==> src/rtl/sqrt_csla_pkg.sv <==
package sqrt_csla_pkg;

  function automatic int grp_count(input int w);
    case (w)
      16:      return 5;
      32:      return 7;
      default: return 10;
    endcase
  endfunction

  // group sizes grow toward the MSB end
  function automatic int grp_size(input int w, input int g);
    case (g)
      0, 1: return 2;
      2:    return 3;
      3:    return 4;
      4:    return 5;
      default: begin
        if (w == 32) return (g == 5) ? 7 : 9;
        case (g)
          5:       return 6;
          6:       return 7;
          7:       return 8;
          8:       return 12;
          default: return 15;
        endcase
      end
    endcase
  endfunction

  function automatic int grp_lsb(input int w, input int g);
    int acc;
    acc = 0;
    for (int i = 0; i < g; i++) acc += grp_size(w, i);
    return acc;
  endfunction

endpackage

==> src/rtl/csla_rca.sv <==
module csla_rca #(
  parameter int W = 4
) (
  input  logic [W-1:0] a_i,
  input  logic [W-1:0] b_i,
  input  logic         cin_i,
  output logic [W-1:0] sum_o,
  output logic         cout_o
);
  logic [W:0] c;
  assign c[0] = cin_i;

  for (genvar i = 0; i < W; i++) begin : g_fa
    assign sum_o[i] = a_i[i] ^ b_i[i] ^ c[i];
    assign c[i+1]   = (a_i[i] & b_i[i]) | (c[i] & (a_i[i] ^ b_i[i]));
  end

  assign cout_o = c[W];
endmodule

==> src/rtl/csla_bec.sv <==
module csla_bec #(
  parameter int W = 4
) (
  input  logic [W-1:0] s_i,
  input  logic         c_i,
  output logic [W-1:0] s_o,
  output logic         c_o
);
  // ones[i]: all bits below i are set
  logic [W:0] ones;
  assign ones[0] = 1'b1;

  for (genvar i = 0; i < W; i++) begin : g_inc
    assign s_o[i]    = s_i[i] ^ ones[i];
    assign ones[i+1] = ones[i] & s_i[i];
  end

  assign c_o = c_i ^ ones[W];
endmodule

==> src/rtl/csla_group.sv <==
module csla_group #(
  parameter int W       = 4,
  parameter bit USE_BEC = 1'b1
) (
  input  logic [W-1:0] a_i,
  input  logic [W-1:0] b_i,
  input  logic         sel_i,
  output logic [W-1:0] sum_o,
  output logic         cout_o
);
  logic [W-1:0] s0, s1;
  logic         c0, c1;

  csla_rca #(.W(W)) u_rca0 (
    .a_i(a_i), .b_i(b_i), .cin_i(1'b0), .sum_o(s0), .cout_o(c0)
  );

  if (USE_BEC) begin : g_bec
    csla_bec #(.W(W)) u_bec (
      .s_i(s0), .c_i(c0), .s_o(s1), .c_o(c1)
    );
  end else begin : g_rca1
    csla_rca #(.W(W)) u_rca1 (
      .a_i(a_i), .b_i(b_i), .cin_i(1'b1), .sum_o(s1), .cout_o(c1)
    );
  end

  assign sum_o  = sel_i ? s1 : s0;
  assign cout_o = sel_i ? c1 : c0;
endmodule

==> src/rtl/sqrt_csla.sv <==
module sqrt_csla
  import sqrt_csla_pkg::*;
#(
  parameter int WIDTH   = 16,
  parameter bit USE_BEC = 1'b1
) (
  input  logic [WIDTH-1:0] a_i,
  input  logic [WIDTH-1:0] b_i,
  input  logic             cin_i,
  output logic [WIDTH-1:0] sum_o,
  output logic             cout_o
);
  localparam int NGRP = grp_count(WIDTH);

  logic [NGRP:0] carry;
  assign carry[0] = cin_i;

  for (genvar g = 0; g < NGRP; g++) begin : g_grp
    localparam int LSB = grp_lsb(WIDTH, g);
    localparam int SZ  = grp_size(WIDTH, g);
    if (g == 0) begin : g_low
      csla_rca #(.W(SZ)) u_rca (
        .a_i(a_i[LSB +: SZ]), .b_i(b_i[LSB +: SZ]), .cin_i(carry[0]),
        .sum_o(sum_o[LSB +: SZ]), .cout_o(carry[1])
      );
    end else begin : g_sel
      csla_group #(.W(SZ), .USE_BEC(USE_BEC)) u_grp (
        .a_i(a_i[LSB +: SZ]), .b_i(b_i[LSB +: SZ]), .sel_i(carry[g]),
        .sum_o(sum_o[LSB +: SZ]), .cout_o(carry[g+1])
      );
    end
  end

  assign cout_o = carry[NGRP];
endmodule

==> config.mk <==
export PLATFORM = sky130hd
export DESIGN_NAME = sqrt_csla
export DESIGN_NICKNAME = d
export VERILOG_FILES = /design/src/rtl/sqrt_csla_pkg.sv /design/src/rtl/csla_rca.sv /design/src/rtl/csla_bec.sv /design/src/rtl/csla_group.sv /design/src/rtl/sqrt_csla.sv
export SDC_FILE = /design/constraint.sdc
export NUM_CORES = 1
export LEC_CHECK = 0
export BUFFER_PORTS_ARGS = -buffer_cell sky130_fd_sc_hd__buf_2
export CAP_MARGIN = 5
export CORE_MARGIN = 1.5
export CORE_UTILIZATION = 30
export DETAILED_ROUTE_END_ITERATION = 8
export SETUP_SLACK_MARGIN = 0.02
export SYNTH_ARGS = -nofsm -noshare
export SYNTH_HDL_FRONTEND = slang
export SYNTH_SLANG_ARGS = --single-unit
==> constraint.sdc <==
create_clock -name vclk -period 5.1
set_input_delay 1.02 -clock vclk [all_inputs]
set_output_delay 1.02 -clock vclk [all_outputs]
set_load 0.005 [all_outputs]
==> results summary, run 1 <==
The HPWL after detailed placement is 1575 µm. The antenna violation net count after detailed routing came out at 0. The worst setup path is captured at a primary output. Tracing the worst setup path back leads to its startpoint at a_i[11]. The antenna diode count is 0.

The via count of the first global-routing pass is 816. Combinational logic burns 100.0% of the power. The flow ran to the end, but the final reports show violations.

The width of the chip came out at 57.84 µm. Dividing the final minimum period by the clock period gives 95.69%. The maximum achievable frequency came out at 204.9 MHz.

Setup repair after global routing could not meet its margin everywhere. Traced cell by cell, the critical path runs through buf_2, ha_1, inv_1, fa_1, inv_1, fa_1, inv_1, fa_1, fa_1, inv_1, ha_1, or3b_1, a21oi_1, nor3_1, a311oi_1, buf_2. The minimum clock period after layout came out at 4.880 ns. The layout net count is 213. Detailed routing inserted a total of 818 vias. The clock share of power is 0%. The number of antenna violations at the first check in global routing is 0. The final reports fail on design-rule violations. In the final timing run, aggregate negative setup slack is 0 ns. The critical-path cell with the highest stage delay is fa_1. The smallest hold slack came out at 2.373 ns. The detailed router finished its first iteration with 11 violations.

The sequential cell area in the final layout came out at 0 µm². The total net switching power came out at 0.00007593 W. The count of different cell masters after synthesis is 27. Across the run, the number of max-cap violations was 0. After clock tree synthesis, the setup repair step added 0 buffers. The peak per-stage delay on the critical path came out at 0.44 ns. The area growth from synthesis to layout is 32.04%. In this run the worst path has a maximum fanout of 2. In this run the tightest slew margin relative to its limit is 70.46%.

STA classifies the critical path startpoint as an input pin. The first-pass GRT wire length is 2884 µm. Setup violations remaining at the end of the flow were counted as 0.

The core area came out at 2805 µm². Following the worst setup path forward leads to its endpoint at cout_o. The starting density of the core is 32.16%.

The net switching share of the total power came out at 46.29%. The internal power came out at 0.00008809 W. The final wirelength came out at 1633 µm. The synthesized netlist net count came out at 161. The startpoint-to-endpoint class of the critical path is in2out. In this run the tool buffered the top-level ports with 50 buffer cells. The congestion estimate from routability-driven global placement came to 0.7347. In the final routed layout, each cell accounts on average for 8.923 µm.

The standard-cell row count is 19. The total iterations of the first detailed-routing run came out at 6. The via density per instance is 4.470.

The number of failing hold endpoints at the final stage came out at 0. Across the VDD grid, the largest voltage drop is 0.06273 mV. The mean instance size in the synthesized netlist is 8.844 µm². The number of DRC violations after detailed routing came out at 6. The static power due to leakage came out at 0.6905 nW. Leaving out fill and tap cells, the most frequent cells in the layout are buf_2 (50), inv_1 (31), ha_1 (14). The die area came out at 3345 µm². After synthesis, flip-flops and latches occupy 0% of the total area.

The design has 0 sequential cells. The global route total overflow is 0. The data arrival time of the worst path came out at 3.86 ns. The global-route total usage across every layer came out at 10.23%. The gate count after technology mapping is 102.

At the pin with the least slew margin, the transition time is 0.4417 ns. The number of I/O pins is 50. The clock tree buffer count of the final layout is 0. The number of pins exceeding their max-slew limit in the final report was 0. The overall power consumption is 0.0001640 W. The total of warnings raised by yosys is 0. The power density over cell area came out at 137.7 nW/µm². The min-delay analysis places its worst path in the category in2out. In this run, flip-flops and latches consume 0% of the power. The hold buffer count at CTS came out at 0. The ratio of cells with drive above 1 in the final layout came out at 39.47%. The critical path required time came out at 4.08 ns. Entering global routing, the biggest net connects 9 pins.

From bottom edge to top edge, the die measures 57.84 µm. The cell area after technology mapping is 902.1 µm². Leaving out fill and tap cells, the most frequent cell in the layout is buf_2.
[routing by layer]
layer	up-vias	GRT usage (%)	wire [µm]
li1	418	-	-
met1	378	11.20	606
met2	22	22.56	937
met3	0	0	88
met4	0	0	0
met5	-	0	0
[cell type report]
class                      count  area [µm²]
timing repair buffer          51       257.7
tap                           31       38.79
inverter                      31       116.4
fill                         307        1614
multi-input combinational     70       778.2
[timing repair]
action | 4_1_cts | 5_1_grt
endpoints found under the hold margin | 0 | 0
setup endpoints to repair | 0 | 1
resized for setup | 0 | 0
[synth_stat cells]
| cell type | count | area [µm²] |
|---|---|---|
| a21boi_0 | 1 | 7.510 |
| nand4_1 | 1 | 6.260 |
| a21oi_1 | 1 | 5.000 |
| nor2b_2 | 1 | 8.760 |
| mux2_4 | 4 | 60.06 |
| mux2_2 | 1 | 11.26 |
| nand4bb_1 | 1 | 11.26 |
| inv_1 | 31 | 116.4 |
| xnor2_1 | 3 | 26.28 |
| nand2b_1 | 1 | 6.260 |
| nand2_1 | 11 | 41.29 |
| o21ai_4 | 1 | 16.27 |
| xor2_1 | 4 | 35.03 |
| xnor2_4 | 1 | 27.53 |
| a311oi_1 | 1 | 8.760 |
| nor3_1 | 1 | 5.000 |
| or3b_1 | 1 | 8.760 |
| fa_1 | 12 | 240.2 |
| buf_4 | 1 | 7.510 |
| nand3b_1 | 1 | 7.510 |
| nor2_1 | 1 | 3.750 |
| nor2b_1 | 1 | 6.260 |
| mux2i_4 | 1 | 22.52 |
| ha_1 | 14 | 175.2 |
| nand4b_1 | 1 | 8.760 |
| o21ai_0 | 4 | 20.02 |
| nor4b_1 | 1 | 8.760 |
[metrics by stage]
step                      util (%)  worst slack (ns)  area, µm²  cells
after floorplan                  -            0.4389      902.1    102
after global placement       42.46            0.2764       1191    183
after detailed placement     42.46            0.2331       1191    183
after CTS                    42.46            0.2036       1191    183
after global routing         42.46           0.01282       1191    183
final                        42.46            0.2200       1191    183
[power groups by stage]
stage	registers, W	clock network (W)	logic [W]
after detailed placement	0	0	0.000168
after global routing	0	0	0.000187
final	0	0	0.000164
after global placement	0	0	0.000162
after floorplan	0	0	0.000107
after CTS	0	0	0.000168
[how the worst min path moves through the flow]
stage | end | slack, ns | cells after the start | startpoint
after CTS | sum_o[0] | 2.38 | 3 | cin_i
after global placement | sum_o[0] | 2.37 | 3 | cin_i
final | sum_o[0] | 2.37 | 3 | cin_i
after global routing | sum_o[0] | 2.41 | 3 | cin_i
after detailed placement | sum_o[0] | 2.38 | 3 | cin_i
after floorplan | sum_o[0] | 2.19 | 1 | cin_i
[cell families after synthesis]
family                   Yosys count  synth area share (%)
AND/OR/NAND/NOR                   22                 13.59
adder cells (fa/ha/maj)           26                 46.05
multiplexers                       6                 10.40
buffers and inverters             32                 13.73
XOR/XNOR                           8                 9.848
AO/OA/AOI/OAI                      8                 6.381
[worst max-delay path, delay by kind of cell]
kind / cells / cell delay (ns)
AND/OR/NAND/NOR: 2 / 0.42
buffers and inverters: 6 / 0.49
AO/OA/AOI/OAI: 2 / 0.33
adder cells (fa/ha/maj): 6 / 1.61
(Power assumes the default switching activity.)
==> inputs of run 2 (changes only) <==
--- a/config.mk
+++ b/config.mk
@@ -5,12 +5,15 @@
 export SDC_FILE = /design/constraint.sdc
 export NUM_CORES = 1
 export LEC_CHECK = 0
+export ABC_AREA = 1
 export BUFFER_PORTS_ARGS = -buffer_cell sky130_fd_sc_hd__buf_2
 export CAP_MARGIN = 5
 export CORE_MARGIN = 1.5
 export CORE_UTILIZATION = 30
 export DETAILED_ROUTE_END_ITERATION = 8
+export PLACE_DENSITY = 0.62
 export SETUP_SLACK_MARGIN = 0.02
+export SLEW_MARGIN = 20
 export SYNTH_ARGS = -nofsm -noshare
 export SYNTH_HDL_FRONTEND = slang
 export SYNTH_SLANG_ARGS = --single-unit
==> results summary, run 2 <==
Setup repair after global routing left no endpoint under its margin. The number of sequential storage elements came out at 0. The number of maximum-capacitance constraint violations came out at 0.

By instance count, the leading cell after synthesis is inv_1. From left edge to right edge, the die measures 57.65 µm. The synthesized netlist net count came out at 170. Summed over all instances, the cell type with the most area after synthesis is fa_1. The maximum fanout count along the critical path came out at 6. The net switching share of the total power is 52.87%. The most common library cell in the layout ignoring fill and taps is buf_2.

The count of different cell masters after synthesis came out at 18. The via count of the first global-routing pass is 752. In the routed design, unresolved DRC markers number 8. For this design, the CTS-stage hold fixing added 0 buffers. Registers take 0 µm². The run finished, with violations left. Sorting the synthesized cells by how often they occur yields inv_1 (37), ha_1 (14), fa_1 (12), nand3_1 (12), nand2_1 (10). The internal power came out at 0.00009235 W. The number of pins exceeding their max-slew limit in the final report was 0.

The maximum achievable frequency came out at 219.9 MHz. The die covers 3323 µm². IR analysis of the VDD net gives a maximum drop of 0.06564 mV. In the final layout, the share of cells above drive strength 1 is 39.75%. The gate count after technology mapping came out at 111. The mean instance size in the synthesized netlist came out at 8.071 µm². The global-route total usage across every layer came out at 10.22%. By area the synthesized netlist is led by fa_1 (27%), ha_1 (20%), inv_1 (16%). The clock tree buffer count of the final layout came out at 0. The number of failing hold endpoints at the final stage came out at 0. The routed length per instance is 8.625 µm. The static power due to leakage came out at 0.7442 nW. The combinational power share came out at 100.0%. For hold timing, the worst endpoint is sum_o[0]. The normalized max-slew margin is 83.52%.

The global route total overflow came out at 0. The cell area after technology mapping came out at 895.9 µm². The number of buffers inserted by port buffering is 50. The layout overhead on the synthesized area is 32.26%. The antenna diode count came out at 0. STA classifies the critical path endpoint as a primary output. For this run, the register share of the synthesized area comes to 0%. The power density over cell area is 165.4 nW/µm². The worst hold path passes through 3 cells. In this run the core area contains 19 standard-cell rows.

The total net switching power is 0.0001036 W. The first-pass GRT wire length came out at 2911 µm. The class of the tightest hold or removal check is in2out. Counting the fill cells in the layout gives 288. Leaving out fill and tap cells, the most frequent cells in the layout are buf_2 (50), inv_1 (37), ha_1 (14). The startpoint-to-endpoint class of the critical path is in2out. After the last flow step, the layout net total stands at 222. The overall power consumption came out at 0.0001960 W. Gates resized during post-CTS repair numbered 0. Counting I/O delays and the setup requirement, the final critical path takes 4.547 ns. The total of warnings raised by yosys came out at 0. The total setup violations reported at the end of the flow is 0. The data arrival time of the worst path came out at 3.53 ns.

The total iterations of the first detailed-routing run is 6. The number of antenna violations at the first check in global routing came out at 0. The share of the synthesized area in the top cell type is 26.82%.

The core area came out at 2805 µm². The number of I/O pins came out at 50. The beginning of the critical path is a_i[7].

The transition at the pin with the smallest max-transition slack is 0.2455 ns. The number of buffers added for setup after CTS came out at 0. The chip height is 57.65 µm. The via total after detailed routing came out at 827. Once detailed placement completed, the half-perimeter wirelength came to 1597 µm. The final reports fail on design-rule violations.

Dividing the final minimum period by the clock period gives 89.16%. Entering global routing, the biggest net connects 10 pins. In this run the most critical hold path is launched from cin_i.

The clock share of power is 0%. Routability-driven placement finished with a final weighted congestion of 0.7355. The critical path required time came out at 4.08 ns. The starting density of the core came out at 31.94%. Once detail routing completed, the nets flagged for antenna violations numbered 0. The detailed router finished its first iteration with 19 violations. For this block, the routed nets add up to 1656 µm of wire. The proportion of power drawn by flip-flops and latches is 0%. The sum of negative setup slack came out at 0 ns. STA classifies the critical path startpoint as an input pin.

Using the TritonRoute via totals, the vias-per-cell ratio works out to 4.307.
run 2: cell count changes after synthesis, sizes merged, moves of 2 or more:
| cell | before | now |
|---|---|---|
| mux2 | 5 | 1 |
| nor2 | 1 | 3 |
| a21oi | 1 | 3 |
| o21ai | 5 | 1 |
| nand2 | 11 | 17 |
| nand3 | 0 | 16 |
| nor2b | 2 | 0 |
| inv | 31 | 38 |
| xor2 | 4 | 2 |
run 2: final cells by class:
| cell class | count | area [µm²] | area share [%] |
|---|---|---|---|
| timing repair buffer | 50 | 250.2 | 21.12 |
| multi-input combinational | 73 | 753.2 | 63.57 |
| inverter | 38 | 142.6 | 12.04 |
| tap | 31 | 38.79 | 3.273 |
run 2: worst max-delay path by stage:
stage / cells after the start / slack [ns] / end
floorplan: 12 / 0.87 / cout_o
global placement: 14 / 0.59 / cout_o
detailed placement: 14 / 0.54 / sum_o[14]
CTS: 14 / 0.53 / sum_o[14]
global route: 14 / 0.36 / sum_o[14]
finish: 14 / 0.55 / sum_o[14]
run 2: through the flow:
step                      hold slack (ns)  utilization (%)  cells  setup slack, ns  area [µm²]
final                               2.364            42.24    192           0.5528        1185
after global routing                2.385            42.24    192           0.3571        1185
after CTS                           2.368            42.24    192           0.5285        1185
after detailed placement            2.368            42.24    192           0.5356        1185
after global placement              2.367            42.24    192           0.5857        1185
after floorplan                     2.189                -    111           0.8696       895.9
run 2: cells by family after synthesis:
family                   synth area share [%]
AO/OA/AOI/OAI                           2.234
XOR/XNOR                                6.704
buffers and inverters                   15.92
adder cells (fa/ha/maj)                 46.37
multiplexers                            1.257
AND/OR/NAND/NOR                         27.51
run 2: power by group through the flow:
stage | Clock, W | Combinational [W] | Sequential [W]
finish | 0 | 0.000196 | 0
global route | 0 | 0.000222 | 0
CTS | 0 | 0.000199 | 0
detailed placement | 0 | 0.000198 | 0
global placement | 0 | 0.000192 | 0
floorplan | 0 | 0.000129 | 0
run 2: worst max-delay path, cell delays in order:
cell and delay (ns):
buf_2 0.08, ha_1 0.13, inv_1 0.04, fa_1 0.37, fa_1 0.39, fa_1 0.52, inv_1 0.05, ha_1 0.20
xor2_2 0.20, inv_1 0.08, nand3_2 0.13, nand3_1 0.13, nand2_1 0.06, buf_2 0.12
run 2: routing by layer:
layer	track usage [%]	vias up	wire length [µm]	share of wire [%]
met5	0	-	0	0
met4	0	0	0	0
met3	0.2232	0	127	7.7
met2	18.83	36	807	49
met1	14.29	362	721	44
li1	-	429	-	-
==> inputs of run 3 (changes only) <==
--- a/config.mk
+++ b/config.mk
@@ -5,8 +5,7 @@
 export SDC_FILE = /design/constraint.sdc
 export NUM_CORES = 1
 export LEC_CHECK = 0
-export ABC_AREA = 1
-export BUFFER_PORTS_ARGS = -buffer_cell sky130_fd_sc_hd__buf_2
+export BUFFER_PORTS_ARGS = -buffer_cell sky130_fd_sc_hd__buf_4
 export CAP_MARGIN = 5
 export CORE_MARGIN = 1.5
 export CORE_UTILIZATION = 30
==> results summary, run 3 (synthesized netlist as in run 1, its figures left out) <==
The number of maximum-capacitance constraint violations came out at 0. The number of sequential storage elements is 0. The sum of negative setup slack came out at 0 ns.

The floorplan has 19 rows. The last weighted congestion value of the routability-driven placer came out at 0.6804. The number of antenna violations at the first check in global routing came out at 0. The clock tree buffer count of the final layout is 0. In this run the horizontal extent of the chip is 57.84 µm. The number of failing hold endpoints at the final stage came out at 0.

STA classifies the critical path endpoint as a primary output. During placement, the flow inserted port buffers numbering 50. The number of gates given a new drive strength after cts came out at 0. 50 I/O pins were placed.

The class of the tightest hold or removal check is in2out. The largest individual stage delay along the critical path comes from the cell fa_1. The worst slack after detailed placement came out at 0.1875 ns. The busiest metal layer after global routing is met2.

The peak per-stage delay on the critical path came out at 0.45 ns. The largest net degree at the start of global routing came out at 9. The worst setup path is launched from an input pin.

The ratio of final minimum period to clock period is 95.23%. The number of design-rule violations left by the first detailed-router iteration is 9. The number of pins exceeding their max-slew limit in the final report was 0. The final wirelength is 1777 µm. The HPWL after detailed placement is 1680 µm.

The sequential cells in the finished layout cover a total of 0 µm². The via count of the first global-routing pass is 831. The analysis attributes to cell leakage a power of 0.7287 nW.

The global-route total usage across every layer came out at 11.68%. The checks that failed: design-rule violations. The antenna violation net count after detailed routing is 0. 0 antenna diodes ended up in the layout. The final worst slack came out at 0.2434 ns.

The global route total overflow came out at 0. The multi-input combinational cell area came out at 792.0 µm². The normalized max-slew margin came out at 70.44%. The number of buffers added for setup after CTS is 0. Setup repair after global routing left no endpoint under its margin. The flow ran to the end, but the final reports show violations. The startpoint-to-endpoint class of the critical path is in2out. The first global-routing pass estimated 3284 µm of wire.

The die area is 3345 µm². The starting density of the core is 32.16%. The chip height is 57.84 µm. Of all nets on the critical path, the largest fanout is 2. The via density per instance is 4.585. For the worst setup path, the data required time is 4.08 ns. Leaving out fill and tap cells, the most frequent cell in the layout is buf_4.

The critical path goes through buf_4, ha_1, inv_1, fa_2, inv_2, fa_1, inv_1, fa_2, fa_1, inv_2, ha_2, or3b_4, a21oi_2, nor3_1, a311oi_1, buf_4. The hold buffer count at CTS came out at 0. The met2 track demand over resource came out at 24.84%. The data arrival time of the worst path is 3.84 ns.

The maximum achievable frequency is 205.9 MHz. The met1 capacity usage during global routing is 13.45%. The total setup violations reported at the end of the flow came out at 0.

The routed length per instance is 9.710 µm. The area growth from synthesis to layout is 47.43%. The layout net count came out at 213. The minimum clock period after layout came out at 4.857 ns. The transition at the pin with the smallest max-transition slack came out at 0.4419 ns.

Of the cells placed in the final design, the portion with a size suffix greater than 1 is 44.08%. The count of filler cells inserted in the layout is 282. In the layout the commonest cells are buf_4 (51), inv_1 (29), ha_1 (13). The worst vdd rail ir drop is 0.05838 mV. The number of DRC violations after detailed routing is 3. The core area came out at 2805 µm².

The via total after detailed routing is 839. The power density over cell area is 146.5 nW/µm². The total iterations of the first detailed-routing run is 6. The met3 global-route usage is 0.2232%.
## run 3: changes by cell type in the layout (fill, tap and decap cells not counted), sizes merged, moves of 2 or more
cell,previous run,this run
nand3,16,0
inv,38,31
nand2,17,11
mux2,1,5
o21ai,1,5
a21oi,3,1
nor2,3,1
nor2b,0,2
xor2,2,4
## run 3: path summary, 6_finish.rpt
path,start,slack [ns],end,cells past startpoint
min,cin_i,2.37,sum_o[0],3
max,a_i[11],0.24,cout_o,16
## run 3: final cells by class
class / count / area share [%]
multi-input combinational: 70 / 59.55
timing repair buffer: 51 / 28.79
inverter: 31 / 8.749
tap: 31 / 2.916
## run 3: power by group
part	switching (W)	internal, W	total, W
Clock	0	0	0
Sequential	0	0	0
Combinational	0.0000806	0.000114	0.000195
## run 3: through the flow
| stage | power [W] | cell area [µm²] | instances | hold slack, ns | utilization [%] |
|---|---|---|---|---|---|
| global route | 0.0002199 | 1330 | 183 | 2.394 | 47.41 |
| finish | 0.0001948 | 1330 | 183 | 2.374 | 47.41 |
| global placement | 0.0001889 | 1316 | 183 | 2.371 | 46.92 |
| detailed placement | 0.0001959 | 1316 | 183 | 2.375 | 46.92 |
| floorplan | 0.0001066 | 902.1 | 102 | 2.189 | - |
| CTS | 0.0001968 | 1316 | 183 | 2.379 | 46.92 |
## run 3: worst max-delay path, delay by kind of cell
| kind | cells | cell delay, ns |
|---|---|---|
| buffers and inverters | 6 | 0.47 |
| and+or+nand+nor | 2 | 0.43 |
| adders and majority gates | 6 | 1.56 |
| AOI/OAI and AO/OA | 2 | 0.37 |
## run 3: layer usage
metal  vias up  part of all wire, %
met4         0                    0
met1       398                   35
met5         -                    0
li1        418                    -
met3         0                  5.1
met2        23                   60
